`src/rtl/icw_seq_pkg.sv`:
```
package icw_seq_pkg;

    typedef enum logic [1:0] {
        ST_MASK = 2'd0,
        ST_ICW2 = 2'd1,
        ST_ICW3 = 2'd2,
        ST_ICW4 = 2'd3
    } seq_st_e;

    typedef enum logic [2:0] {
        WK_NONE = 3'd0,
        WK_ICW1 = 3'd1,
        WK_OCW2 = 3'd2,
        WK_OCW3 = 3'd3,
        WK_DATA = 3'd4
    } wr_kind_e;

endpackage

```
`src/rtl/icw_wr_decoder.sv`:
```
module icw_wr_decoder
    import icw_seq_pkg::*;
#(
    parameter int DW = 8
) (
    input  logic          wr_en,
    input  logic          wr_port,
    input  logic [DW-1:0] wr_data,
    output wr_kind_e      kind,
    output logic          icw1_bad,
    output logic          ocw3_poll,
    output logic          icw4_bad
);
    // Classify a write; command port decodes on bits 4 and 3.
    always_comb begin
        kind = WK_NONE;
        if (wr_en) begin
            if (wr_port)         kind = WK_DATA;
            else if (wr_data[4]) kind = WK_ICW1;
            else if (wr_data[3]) kind = WK_OCW3;
            else                 kind = WK_OCW2;
        end
    end

    // Unsupported features: single, interval-4, level, 8080 call bits.
    assign icw1_bad  = wr_data[1] | wr_data[2] | wr_data[3] | (|wr_data[7:5]);
    assign ocw3_poll = wr_data[2];
    // Mode word: non-x86 processor or special fully nested.
    assign icw4_bad  = ~wr_data[0] | wr_data[4];

endmodule

```
`src/rtl/icw_init_seq.sv`:
```
module icw_init_seq
    import icw_seq_pkg::*;
#(
    parameter int DW     = 8,
    parameter int NUM_IN = 8,
    localparam int LVL_W  = $clog2(NUM_IN),
    localparam int BASE_W = DW - LVL_W
) (
    input  logic              clk,
    input  logic              rst_n,
    input  wr_kind_e          kind,
    input  logic [DW-1:0]     wr_data,
    input  logic              icw1_bad,
    input  logic              ocw3_poll,
    input  logic              icw4_bad,
    output logic [BASE_W-1:0] base,
    output logic [DW-1:0]     mask,
    output logic              aeoi,
    output logic              busy,
    output logic              err,
    output logic              eoi,
    output logic [LVL_W-1:0]  lvl
);
    typedef struct packed {
        seq_st_e           st;
        logic              need4;
        logic [BASE_W-1:0] base;
        logic [DW-1:0]     mask;
        logic              aeoi;
        logic              err;
        logic              eoi;
        logic [LVL_W-1:0]  lvl;
    } regs_t;

    regs_t r_q, r_d;

    always_comb begin
        r_d     = r_q;
        r_d.err = 1'b0;
        r_d.eoi = 1'b0;
        case (kind)
            WK_ICW1: begin
                if (icw1_bad) begin
                    r_d.err = 1'b1;
                end else begin
                    r_d.st    = ST_ICW2;
                    r_d.need4 = wr_data[0];
                    r_d.aeoi  = 1'b0;
                end
            end
            WK_OCW3: begin
                if (ocw3_poll) r_d.err = 1'b1;
            end
            WK_OCW2: begin
                r_d.eoi = 1'b1;
                r_d.lvl = wr_data[LVL_W-1:0];
            end
            WK_DATA: begin
                case (r_q.st)
                    ST_MASK: r_d.mask = wr_data;
                    ST_ICW2: begin
                        r_d.base = wr_data[DW-1:LVL_W];
                        r_d.st   = ST_ICW3;
                    end
                    ST_ICW3: r_d.st = r_q.need4 ? ST_ICW4 : ST_MASK;
                    ST_ICW4: begin
                        if (icw4_bad) begin
                            r_d.err = 1'b1;
                        end else begin
                            r_d.aeoi = wr_data[1];
                            r_d.st   = ST_MASK;
                        end
                    end
                    default: r_d.st = ST_MASK;
                endcase
            end
            default: ;
        endcase
    end

    always_ff @(posedge clk) begin
        if (!rst_n) begin
            r_q.st    <= ST_MASK;
            r_q.need4 <= 1'b0;
            r_q.base  <= '0;
            r_q.mask  <= '1;
            r_q.aeoi  <= 1'b0;
            r_q.err   <= 1'b0;
            r_q.eoi   <= 1'b0;
            r_q.lvl   <= '0;
        end else begin
            r_q <= r_d;
        end
    end

    assign base = r_q.base;
    assign mask = r_q.mask;
    assign aeoi = r_q.aeoi;
    assign busy = (r_q.st != ST_MASK);
    assign err  = r_q.err;
    assign eoi  = r_q.eoi;
    assign lvl  = r_q.lvl;

    // an error report never coincides with a sequence move
    a_r4_err_keeps_state: assert property (@(posedge clk) disable iff (!rst_n)
        r_q.err |-> $stable(r_q.st));

    // mask moves only on a data write in mask mode
    a_r6_mask_source: assert property (@(posedge clk) disable iff (!rst_n)
        !$stable(r_q.mask) |-> $past(kind == WK_DATA && r_q.st == ST_MASK));

    // base moves only on the word following a start word
    a_r2_base_source: assert property (@(posedge clk) disable iff (!rst_n)
        !$stable(r_q.base) |-> $past(kind == WK_DATA && r_q.st == ST_ICW2));

    // auto-EOI moves only on a start word or a mode word
    a_r5_aeoi_source: assert property (@(posedge clk) disable iff (!rst_n)
        !$stable(r_q.aeoi) |-> $past(kind == WK_ICW1 || (kind == WK_DATA && r_q.st == ST_ICW4)));

    // mode-word position only when the start word asked for it
    a_r3_icw4_requested: assert property (@(posedge clk) disable iff (!rst_n)
        (r_q.st == ST_ICW4) |-> r_q.need4);

    // strobe only after an end-of-interrupt command
    a_r8_eoi_from_ocw2: assert property (@(posedge clk) disable iff (!rst_n)
        r_q.eoi |-> $past(kind == WK_OCW2));

    // idle cycle raises no pulse
    a_r10_idle_quiet: assert property (@(posedge clk) disable iff (!rst_n)
        $past(kind == WK_NONE) |-> (!r_q.err && !r_q.eoi));

endmodule

```
`src/rtl/icw_vector_gen.sv`:
```
module icw_vector_gen #(
    parameter int DW     = 8,
    parameter int NUM_IN = 8,
    localparam int LVL_W  = $clog2(NUM_IN),
    localparam int BASE_W = DW - LVL_W
) (
    input  logic [BASE_W-1:0] base,
    input  logic [LVL_W-1:0]  sel,
    output logic [DW-1:0]     vec
);
    assign vec = {base, sel};
endmodule

```
`src/rtl/icw_sequencer.sv`:
```
module icw_sequencer
    import icw_seq_pkg::*;
#(
    parameter int DW     = 8,
    parameter int NUM_IN = 8,
    localparam int LVL_W  = $clog2(NUM_IN),
    localparam int BASE_W = DW - LVL_W
) (
    input  logic              clk,
    input  logic              rst_n,
    input  logic              wr_en,
    input  logic              wr_port,
    input  logic [DW-1:0]     wr_data,
    input  logic [LVL_W-1:0]  irq_sel,
    output logic [DW-1:0]     vector,
    output logic [BASE_W-1:0] vec_base,
    output logic [DW-1:0]     irq_mask,
    output logic              auto_eoi,
    output logic              in_init,
    output logic              eoi_stb,
    output logic [LVL_W-1:0]  eoi_level,
    output logic              mode_err
);
    wr_kind_e kind;
    logic     icw1_bad, ocw3_poll, icw4_bad;

    icw_wr_decoder #(.DW(DW)) u_dec (
        .wr_en     (wr_en),
        .wr_port   (wr_port),
        .wr_data   (wr_data),
        .kind      (kind),
        .icw1_bad  (icw1_bad),
        .ocw3_poll (ocw3_poll),
        .icw4_bad  (icw4_bad)
    );

    icw_init_seq #(.DW(DW), .NUM_IN(NUM_IN)) u_seq (
        .clk       (clk),
        .rst_n     (rst_n),
        .kind      (kind),
        .wr_data   (wr_data),
        .icw1_bad  (icw1_bad),
        .ocw3_poll (ocw3_poll),
        .icw4_bad  (icw4_bad),
        .base      (vec_base),
        .mask      (irq_mask),
        .aeoi      (auto_eoi),
        .busy      (in_init),
        .err       (mode_err),
        .eoi       (eoi_stb),
        .lvl       (eoi_level)
    );

    icw_vector_gen #(.DW(DW), .NUM_IN(NUM_IN)) u_vec (
        .base (vec_base),
        .sel  (irq_sel),
        .vec  (vector)
    );

    // pulses are low in the first cycle after reset
    a_r1_quiet_after_reset: assert property (@(posedge clk)
        $past(!rst_n) |-> (!mode_err && !eoi_stb));

endmodule

```
`config.mk`:
```
export PLATFORM = sky130hd
export DESIGN_NAME = icw_sequencer
export DESIGN_NICKNAME = d
export VERILOG_FILES = /design/src/rtl/icw_seq_pkg.sv /design/src/rtl/icw_wr_decoder.sv /design/src/rtl/icw_init_seq.sv /design/src/rtl/icw_vector_gen.sv /design/src/rtl/icw_sequencer.sv
export SDC_FILE = /design/constraint.sdc
export NUM_CORES = 1
export LEC_CHECK = 0
export ABC_AREA = 0
export BUFFER_PORTS_ARGS = -buffer_cell sky130_fd_sc_hd__buf_2
export CORE_ASPECT_RATIO = 1.25
export CORE_MARGIN = 5
export CORE_UTILIZATION = 40
export CTS_CLUSTER_DIAMETER = 30
export DETAILED_ROUTE_END_ITERATION = 16
export GPL_ROUTABILITY_DRIVEN = 0
export PLACE_DENSITY = 0.74
export RECOVER_POWER = 25
export SETUP_SLACK_MARGIN = 0.05
export SYNTH_ARGS = -nofsm -noshare
export SYNTH_HDL_FRONTEND = slang
export SYNTH_SLANG_ARGS = --single-unit
```
`constraint.sdc`:
```
create_clock -name clk -period 1.6 [get_ports clk]
set_input_delay 0.24 -clock clk [delete_from_list [all_inputs] [get_ports clk]]
set_output_delay 0.24 -clock clk [all_outputs]
set_load 0.1 [all_outputs]
```
# Yosys cells after proc, flatten, opt, wreduce, memory -nomap -nowiden
# Index checks and enable logic that the tools add are counted.
# word_totals
ram_bits,0
out_inout_bits,28
n_memories,0
rom_bits,0
input_bits,15
regBits,22
latch_bits,0
word_cells,53
# op_classes
eq_ne,12
n_reduce_logical,9
div_mod_pow,0
n_mul,0
n_bitwise,6
magnitude_cmp,0
mux,18
n_addsub,0
n_shift,0
# op_table
cell,count
3-bit 2-to-1 mux,4
4-bit AND reduction,2
3-bit by 2-bit == test with 1-bit output (second input constant),2
1-bit 2-to-1 mux,6
2-bit 2-to-1 mux,3
2-bit inequality test (second input constant),3
2-bit case mux with 3 select lines,1
2-bit AND reduction,3
2-bit == test (second input constant),2
4-bit 2-to-1 mux,1
4-bit inequality test (second input constant),1
1-bit bitwise OR,4
2-bit case mux with 2 select lines,1
2-bit nonzero test,2
3-bit by 1-bit == test with 1-bit output (second input constant),1
3-bit == test (second input constant),1
3-bit inequality test (second input constant),1
1-bit case mux with 3 select lines,1
3-bit OR reduction,1
2-bit by 1-bit == test with 1-bit output (second input constant),1
2-bit logical NOT,1
1-bit inverter,2
1-bit case mux with 2 select lines,1

# Depth between registers and ports, before layout
# Gate-level depths: netlist of run 1.
# logic_depth
ltp_word,7
depth_mapped,6
depth_no_buf,6

# Cells and area by module
# A second synthesis of run 1 with hierarchy kept.
# unflattened
hier_cells,143
hier_area_um2,1196.1
# by_module_without_submodules
mod,instances,cells_each,seq_area_each_um2,area_each_um2
icw_init_seq,1,125,440.4,1078.5
icw_vector_gen,1,8,0.0,60.1
icw_wr_decoder,1,10,0.0,57.6

# Worst setup path after synthesis of run 1
# No wires, ideal clock.
# synth_timing
path_kind,flip-flop to output port
start,reg u_seq.r_q[20] (netlist bit)
end,out in_init
required_ns,1.360
n_path_buf,0
arrival_ns,1.216
setup_slack_ns,0.144
path_stages_with_launch,4
cell_sequence,dfxtp_1 inv_1 ha_1 inv_1
# synth_between
elab_chain_len,1
# synth_lines
element,line,text
"start, declared",icw_init_seq.sv:35,"regs_t r_q, r_d;"
"start signal, assigned",icw_init_seq.sv:92,r_q <= r_d;
2-bit nonzero test,icw_init_seq.sv:99,assign busy = (r_q.st != ST_MASK);
"end, declared",icw_sequencer.sv:19,"output logic in_init,"
# No other way between the ends.

# Worst setup path in the final report of run 1
# layout_timing
start,reg u_seq.r_q[21] (netlist bit)
end,out in_init
# The elaborated chain is that of the path after synthesis.

==> results of run 1 <==
-- state kept, by name, indices dropped and copies added (netlist names) --
register    count
u_seq.r_q       3
u_seq.lvl       3
u_seq.base      5
u_seq.mask      8
u_seq.aeoi      1
u_seq.eoi       1
u_seq.err       1
-- where the power goes --
part | total [W] | internal, W | leakage [nW] | switching [W]
clock network | 0.000306 | 0.000139 | 0.0210 | 0.000166
registers | 0.000571 | 0.000564 | 0.180 | 0.00000702
logic | 0.000224 | 0.0000443 | 0.450 | 0.000180
total | 0.00110 | 0.000748 | 0.652 | 0.000353
-- final cells by class --
class / count / share of cell area [%]
timing repair buffer: 37 / 16.1
clock buffer: 4 / 2.88
inverter: 4 / 1.19
tap: 36 / 3.57
multi-input combinational: 79 / 41.2
sequential: 22 / 35.1
-- worst min-delay path: stages --
cell	delay, ns
buf_2	0.11
nand2_1	0.05
nand3_1	0.07
-- Yosys cell counts (2+ instances only) --
master / n
buf_4: 25
dfxtp_1: 22
nand2_1: 21
nor2b_1: 12
nand3_1: 11
mux2i_1: 9
ha_1: 4
inv_1: 4
clkbuf_1: 3
and2_1: 2
o21ai_0: 2
-- placed cells by master (no fill, tap or decap), types with 2 or more instances in the layout --
master | netlist | final
nor2b_1 | 12 | 12
buf_2 | 1 | 34
ha_1 | 4 | 4
and2_1 | 2 | 2
dfxtp_1 | 22 | 20
nor4_1 | 0 | 2
clkbuf_4 | 0 | 3
o21ai_0 | 2 | 2
nand3_1 | 11 | 11
mux2i_1 | 9 | 9
nand2_1 | 21 | 21
dfxtp_2 | 0 | 2
inv_1 | 4 | 4
-- final timing paths --
kind / slack, ns / to / start / cells past startpoint
setup / recovery: 0.12 / in_init / u_seq.r_q[21] / 4
hold / removal: 0.17 / u_seq.mask[5] / wr_data[5] / 3
setup reg to reg: 0.17 / u_seq.r_q[20] / u_seq.r_q[21] / 6
hold reg to reg: 0.48 / u_seq.mask[4] / u_seq.mask[4] / 2
-- cells by family after synthesis --
family                   synth area share, %
adder cells (fa/ha/maj)                 4.17
AND/OR/NAND/NOR                         27.6
flip-flops                              36.7
AO/OA/AOI/OAI                           5.74
buffers and inverters                   18.2
multiplexers                            7.51
-- layer usage --
layer	vias up	GRT usage [%]	share of wire (%)
li1	442	-	-
met1	383	12.5	38
met2	25	20.4	52
met3	5	1.62	6.1
met4	0	8.31	3.1
met5	-	0	0
-- timing repair --
item                                    CTS  global route
endpoints found under the setup margin    1             2
setup buffers                             0             1
gates resized for setup                   1             1
pin swaps                                 0             0
-- through the flow --
step	hold WS (ns)	std cells
floorplan	0.364	134
detailed placement	0.451	177
global placement	0.443	177
CTS	0.190	181
global route	0.192	182
finish	0.175	182
==> results_dict.tcl, run 1 <==
set metrics [dict create \
    outcome "completed" \
    initial_utilization_pct 41.1 \
    worst_setup_hold_path_clk_slew_ns 0.12 \
    synth_top_flop_cell "dfxtp_1" \
    timing.hold.worst.class "input pin to register" \
    detail_route.iter0.violations 20 \
    number_of_nets_with_antenna_violations_after_detailed_routing 0 \
    synth.distinct_cells 30 \
    crit_path_frequent_cell "inv_1" \
    nNetsFinal 166 \
    cp_slowest_cell "dfxtp_2" \
    dp_worst_setup_slack_ns 0.103 \
    cells_after_synthesis 134 \
    timing.slew.headroom_pct 39.5 \
    pin_count_of_the_biggest_net_entering_global_routing 24 \
    total_global_routing_overflow 0 \
    area_delta_synth_final_pct 5.11 \
    slowest_delay_ns 0.37 \
    route.detailed.wl_per_inst_microns 12.6 \
    vias 855 \
    async_flop_share_pct 0 \
    synthDominantAreaCellType "dfxtp_1" \
    yosys_register_bits 22 \
    setup_viol 0 \
    floorplan.die.width_microns 59.0 \
    routed_wl_microns 2300 \
    cts_hold_buffers 0 \
    numCtsBuffers 3 \
    layout.cell_area.non_filler_sq_mm 0.00126 \
    cp_num_buf_inv 3 \
    setup_slack_ns 0.121 \
    routed_via_density 4.70 \
    drc_errors 0 \
    synth.top_cells.by_area "dfxtp_1, buf_4, mux2i_1, nand2_1, nor2b_1" \
    synth.cell_area_sq_mm 0.00120 \
    layout.area.seq_sq_um 443 \
    postSynthNetCount 153 \
    power_leakage_nw 0.652 \
    die-area_sq_mm 0.00420 \
    worstSetupStartpointType "register" \
    cts_tree "done" \
    vdd_drop_max_uv 450 \
    antennaDiodeCount 0 \
    h-tree-depth 1 \
    report.final.slew_viol_count 0 \
    finalWorstPathRequiredPeriod_ns 1.48 \
    placed_area_sq_mm 0.00124 \
    maximum_buffer_depth_of_the_clock_tree 2 \
    io-pin-count 43 \
    layout.core_utilization_pct 43.2 \
    clkSinkCount 22 \
    grt_setup_unrepaired "false" \
    grt_pass1_vias 815 \
    finalSetupTns_ns 0 \
    synth.yosys.warnings 0 \
    detailed_place_hpwl_microns 1820 \
    final_min_period_over_clock_period_pct 92.4 \
    maxClockFrequency_mhz 676 \
    avgSynthCellArea_sq_um 8.95 \
    worst_path_dominant_cell_family "flip-flops" \
    critPathMaxFanout 4 \
    power_per_cell_area_mw_per_mm2 873 \
    cell_rows 22 \
    final-hold-violation-count 0 \
    grt_first_pass_wirelength_microns 3750 \
    timing_worst_slew_pin_value_ns 0.899 \
    top_cell_type_s_share_of_synthesized_area_pct 36.7 \
    worstSkewPairLatency_ns 0.31 \
    yosysSeqAreaShare_pct 36.7 \
    multi_input_comb_area_sq_um 519 \
    port_buffers 36 \
    timing.max_cap.violations 0 \
    critical_path_class "register to output port" \
    nFillCells 316 \
    die_extent_in_y_microns 71.2 \
    cts_root_buffer "clkbuf_4" \
    timing.critical_path.cells "inv_1, ha_1, inv_1, buf_12" \
    drt-pass1-iter-count 5 \
    number_of_antenna_violations_at_the_first_check_in_global_routing 0 \
    cp_data_required_time_ns 1.36 \
    synth-edff-count 0 \
    cp.arrival_ns 1.24 \
    final_layout_size_suffix_gt1_share_pct 31.5 \
    worst_setup_path_end_kind "output port" \
    core_sq_mm 0.00292 \
    clock_skew_ns 0.00739 \
    finalPower_w 0.00110 \
    gr-usage-all-layers_pct 11.7 \
]
Note: power is estimated with default switching activity, not from simulation.
==> run 2: changes to the inputs <==
--- a/config.mk
+++ b/config.mk
@@ -9,11 +9,11 @@
 export BUFFER_PORTS_ARGS = -buffer_cell sky130_fd_sc_hd__buf_2
 export CORE_ASPECT_RATIO = 1.25
 export CORE_MARGIN = 5
-export CORE_UTILIZATION = 40
+export CORE_UTILIZATION = 52
 export CTS_CLUSTER_DIAMETER = 30
 export DETAILED_ROUTE_END_ITERATION = 16
 export GPL_ROUTABILITY_DRIVEN = 0
-export PLACE_DENSITY = 0.74
+export PLACE_DENSITY = 0.9
 export RECOVER_POWER = 25
 export SETUP_SLACK_MARGIN = 0.05
 export SYNTH_ARGS = -nofsm -noshare
==> constraint.sdc (replaced) <==
create_clock -name clk -period 1.8 [get_ports clk]
set_input_delay 0.27 -clock clk [delete_from_list [all_inputs] [get_ports clk]]
set_output_delay 0.27 -clock clk [all_outputs]
set_load 0.1 [all_outputs]
==> run 2 against run 1 <==
- final area down 3.5%
- clock power fell by 32%
- sequential share of layout area rose by 1.1 points
- largest power group unchanged
==> results_dict.tcl, run 2 (synthesis gave the netlist of run 1 again) <==
set metrics [dict create \
    outcome "completed" \
    timing_worst_slew_pin_value_ns 0.850 \
    detail_route.iter0.violations 10 \
    grt_first_pass_wirelength_microns 3820 \
    worstSetupStartpointType "register" \
    routed_via_density 4.99 \
    final_layout_size_suffix_gt1_share_pct 28.5 \
    timing.hold.worst.class "input pin to register" \
    critical_path_class "register to output port" \
    report.final.slew_viol_count 0 \
    final_common_cell "buf_2" \
    finalPower_w 0.000914 \
    finalWorstPathRequiredPeriod_ns 1.61 \
    cts_tree "done" \
    max_reg_flops 8 \
    cts_root_buffer "clkbuf_4" \
    cp_data_required_time_ns 1.53 \
    number_of_antenna_violations_at_the_first_check_in_global_routing 0 \
    final-hold-violation-count 0 \
    power_leakage_nw 0.632 \
    final_min_period_over_clock_period_pct 89.5 \
    die-area_sq_mm 0.00337 \
    grt_setup_unrepaired "false" \
    timing.critical_path.cells "inv_1, ha_1, inv_1, buf_4" \
    nFillCells 223 \
    biggestRegsByFlops "u_seq.mask: 8 flops, u_seq.base: 5 flops" \
    initial_utilization_pct 54.3 \
    top_library_cells_by_usage_in_the_layout_fill_and_taps_aside "buf_2, dfxtp_1, nand2_1" \
    cts_hold_buffers 0 \
    worst_setup_path_end_kind "output port" \
    antennaDiodeCount 0 \
    port_buffers 36 \
    vdd_drop_max_uv 395 \
    worst_path_dominant_cell_family "buffers and inverters" \
    cp_num_buf_inv 3 \
    register_with_the_highest_flop_count "u_seq.mask" \
    worst_setup_hold_path_clk_slew_ns 0.11 \
    crit_path_frequent_cell "inv_1" \
    io-pin-count 43 \
    clkSinkCount 22 \
    setup_viol 0 \
    cell_rows 19 \
    numCtsBuffers 3 \
    h-tree-depth 1 \
    area_delta_synth_final_pct 1.46 \
    cp.arrival_ns 1.34 \
    drt-pass1-iter-count 2 \
    slowest_delay_ns 0.40 \
    detailed_place_hpwl_microns 1850 \
    nNetsFinal 165 \
    route.detailed.wl_per_inst_microns 13.1 \
    drc_errors 0 \
    clock_skew_ns 0.00129 \
    die_extent_in_y_microns 63.7 \
    pin_count_of_the_biggest_net_entering_global_routing 24 \
    vias 873 \
    timing.max_cap.violations 0 \
    power_per_cell_area_mw_per_mm2 751 \
    finalSetupTns_ns 0 \
    holdWs_ns 0.231 \
    worstSkewPairLatency_ns 0.29 \
    total_global_routing_overflow 0 \
    layout.core_utilization_pct 55.1 \
    maxClockFrequency_mhz 621 \
    cp_slowest_cell "dfxtp_1" \
    grt_pass1_vias 863 \
    floorplan.die.width_microns 53.0 \
    routed_wl_microns 2290 \
    number_of_nets_with_antenna_violations_after_detailed_routing 0 \
    maximum_buffer_depth_of_the_clock_tree 2 \
    gr-usage-all-layers_pct 14.9 \
    core_sq_mm 0.00221 \
    critPathMaxFanout 4 \
    timing.slew.headroom_pct 42.8 \
]
-- run 2: cell count changes in the layout (fill, tap and decap cells not counted) --
cell	delta
clkbuf_2	+2
buf_12	-1
buf_2	-3
clkbuf_8	-1
dfxtp_1	+2
dfxtp_2	-2
clkbuf_1	+1
-- run 2: timing repair --
item,4_1_cts,5_1_grt
gates resized for setup,1,0
setup endpoints to repair,1,0
buffers inserted,0,0
-- run 2: power breakdown --
part,internal (W),switching (W)
clock network,0.0000778,0.000131
logic,0.0000386,0.000159
registers,0.000501,0.00000600
-- run 2: final timing paths --
path	depth (start not counted)	slack [ns]	start	end
max	4	0.19	u_seq.r_q[20]	in_init
min	3	0.23	wr_data[5]	u_seq.mask[5]
max reg2reg	6	0.33	u_seq.r_q[20]	u_seq.r_q[20]
min reg2reg	2	0.47	u_seq.mask[3]	u_seq.mask[3]
-- run 2: layout make-up --
class	count	area (sq um)	share of cell area, %
Clock buffer	3	22.5	1.85
Sequential cell	22	440	36.2
Tap cell	31	38.8	3.19
Inverter	4	15.0	1.23
Timing Repair Buffer	36	181	14.9
Multi-Input combinational cell	79	519	42.7
-- run 2: per-layer routing --
layer / vias to the layer above / track usage, % / share of wire, %
li1: 442 / - / -
met1: 399 / 16.6 / 39
met2: 26 / 27.0 / 55
met3: 6 / 1.89 / 4.8
met4: 0 / 6.71 / 1.4
met5: - / 0 / 0
-- run 2: per-stage QoR --
step           setup WS (ns)  cell area [sq um]  std cells
2_1_floorplan          0.314               1200        134
3_3_place_gp           0.436               1210        172
3_5_place_dp           0.346               1210        172
4_1_cts                0.177               1240        175
5_1_grt                0.113               1220        175
6_report               0.189               1220        175
-- run 2: worst register-to-register path, delay by kind of cell (launching register included) --
kind	cells	cell delay, ns
and+or+nand+nor	2	0.21
DFF	1	0.40
AOI/OAI and AO/OA	2	0.40
buffers and inverters	1	0.08
adders and majority gates	1	0.28
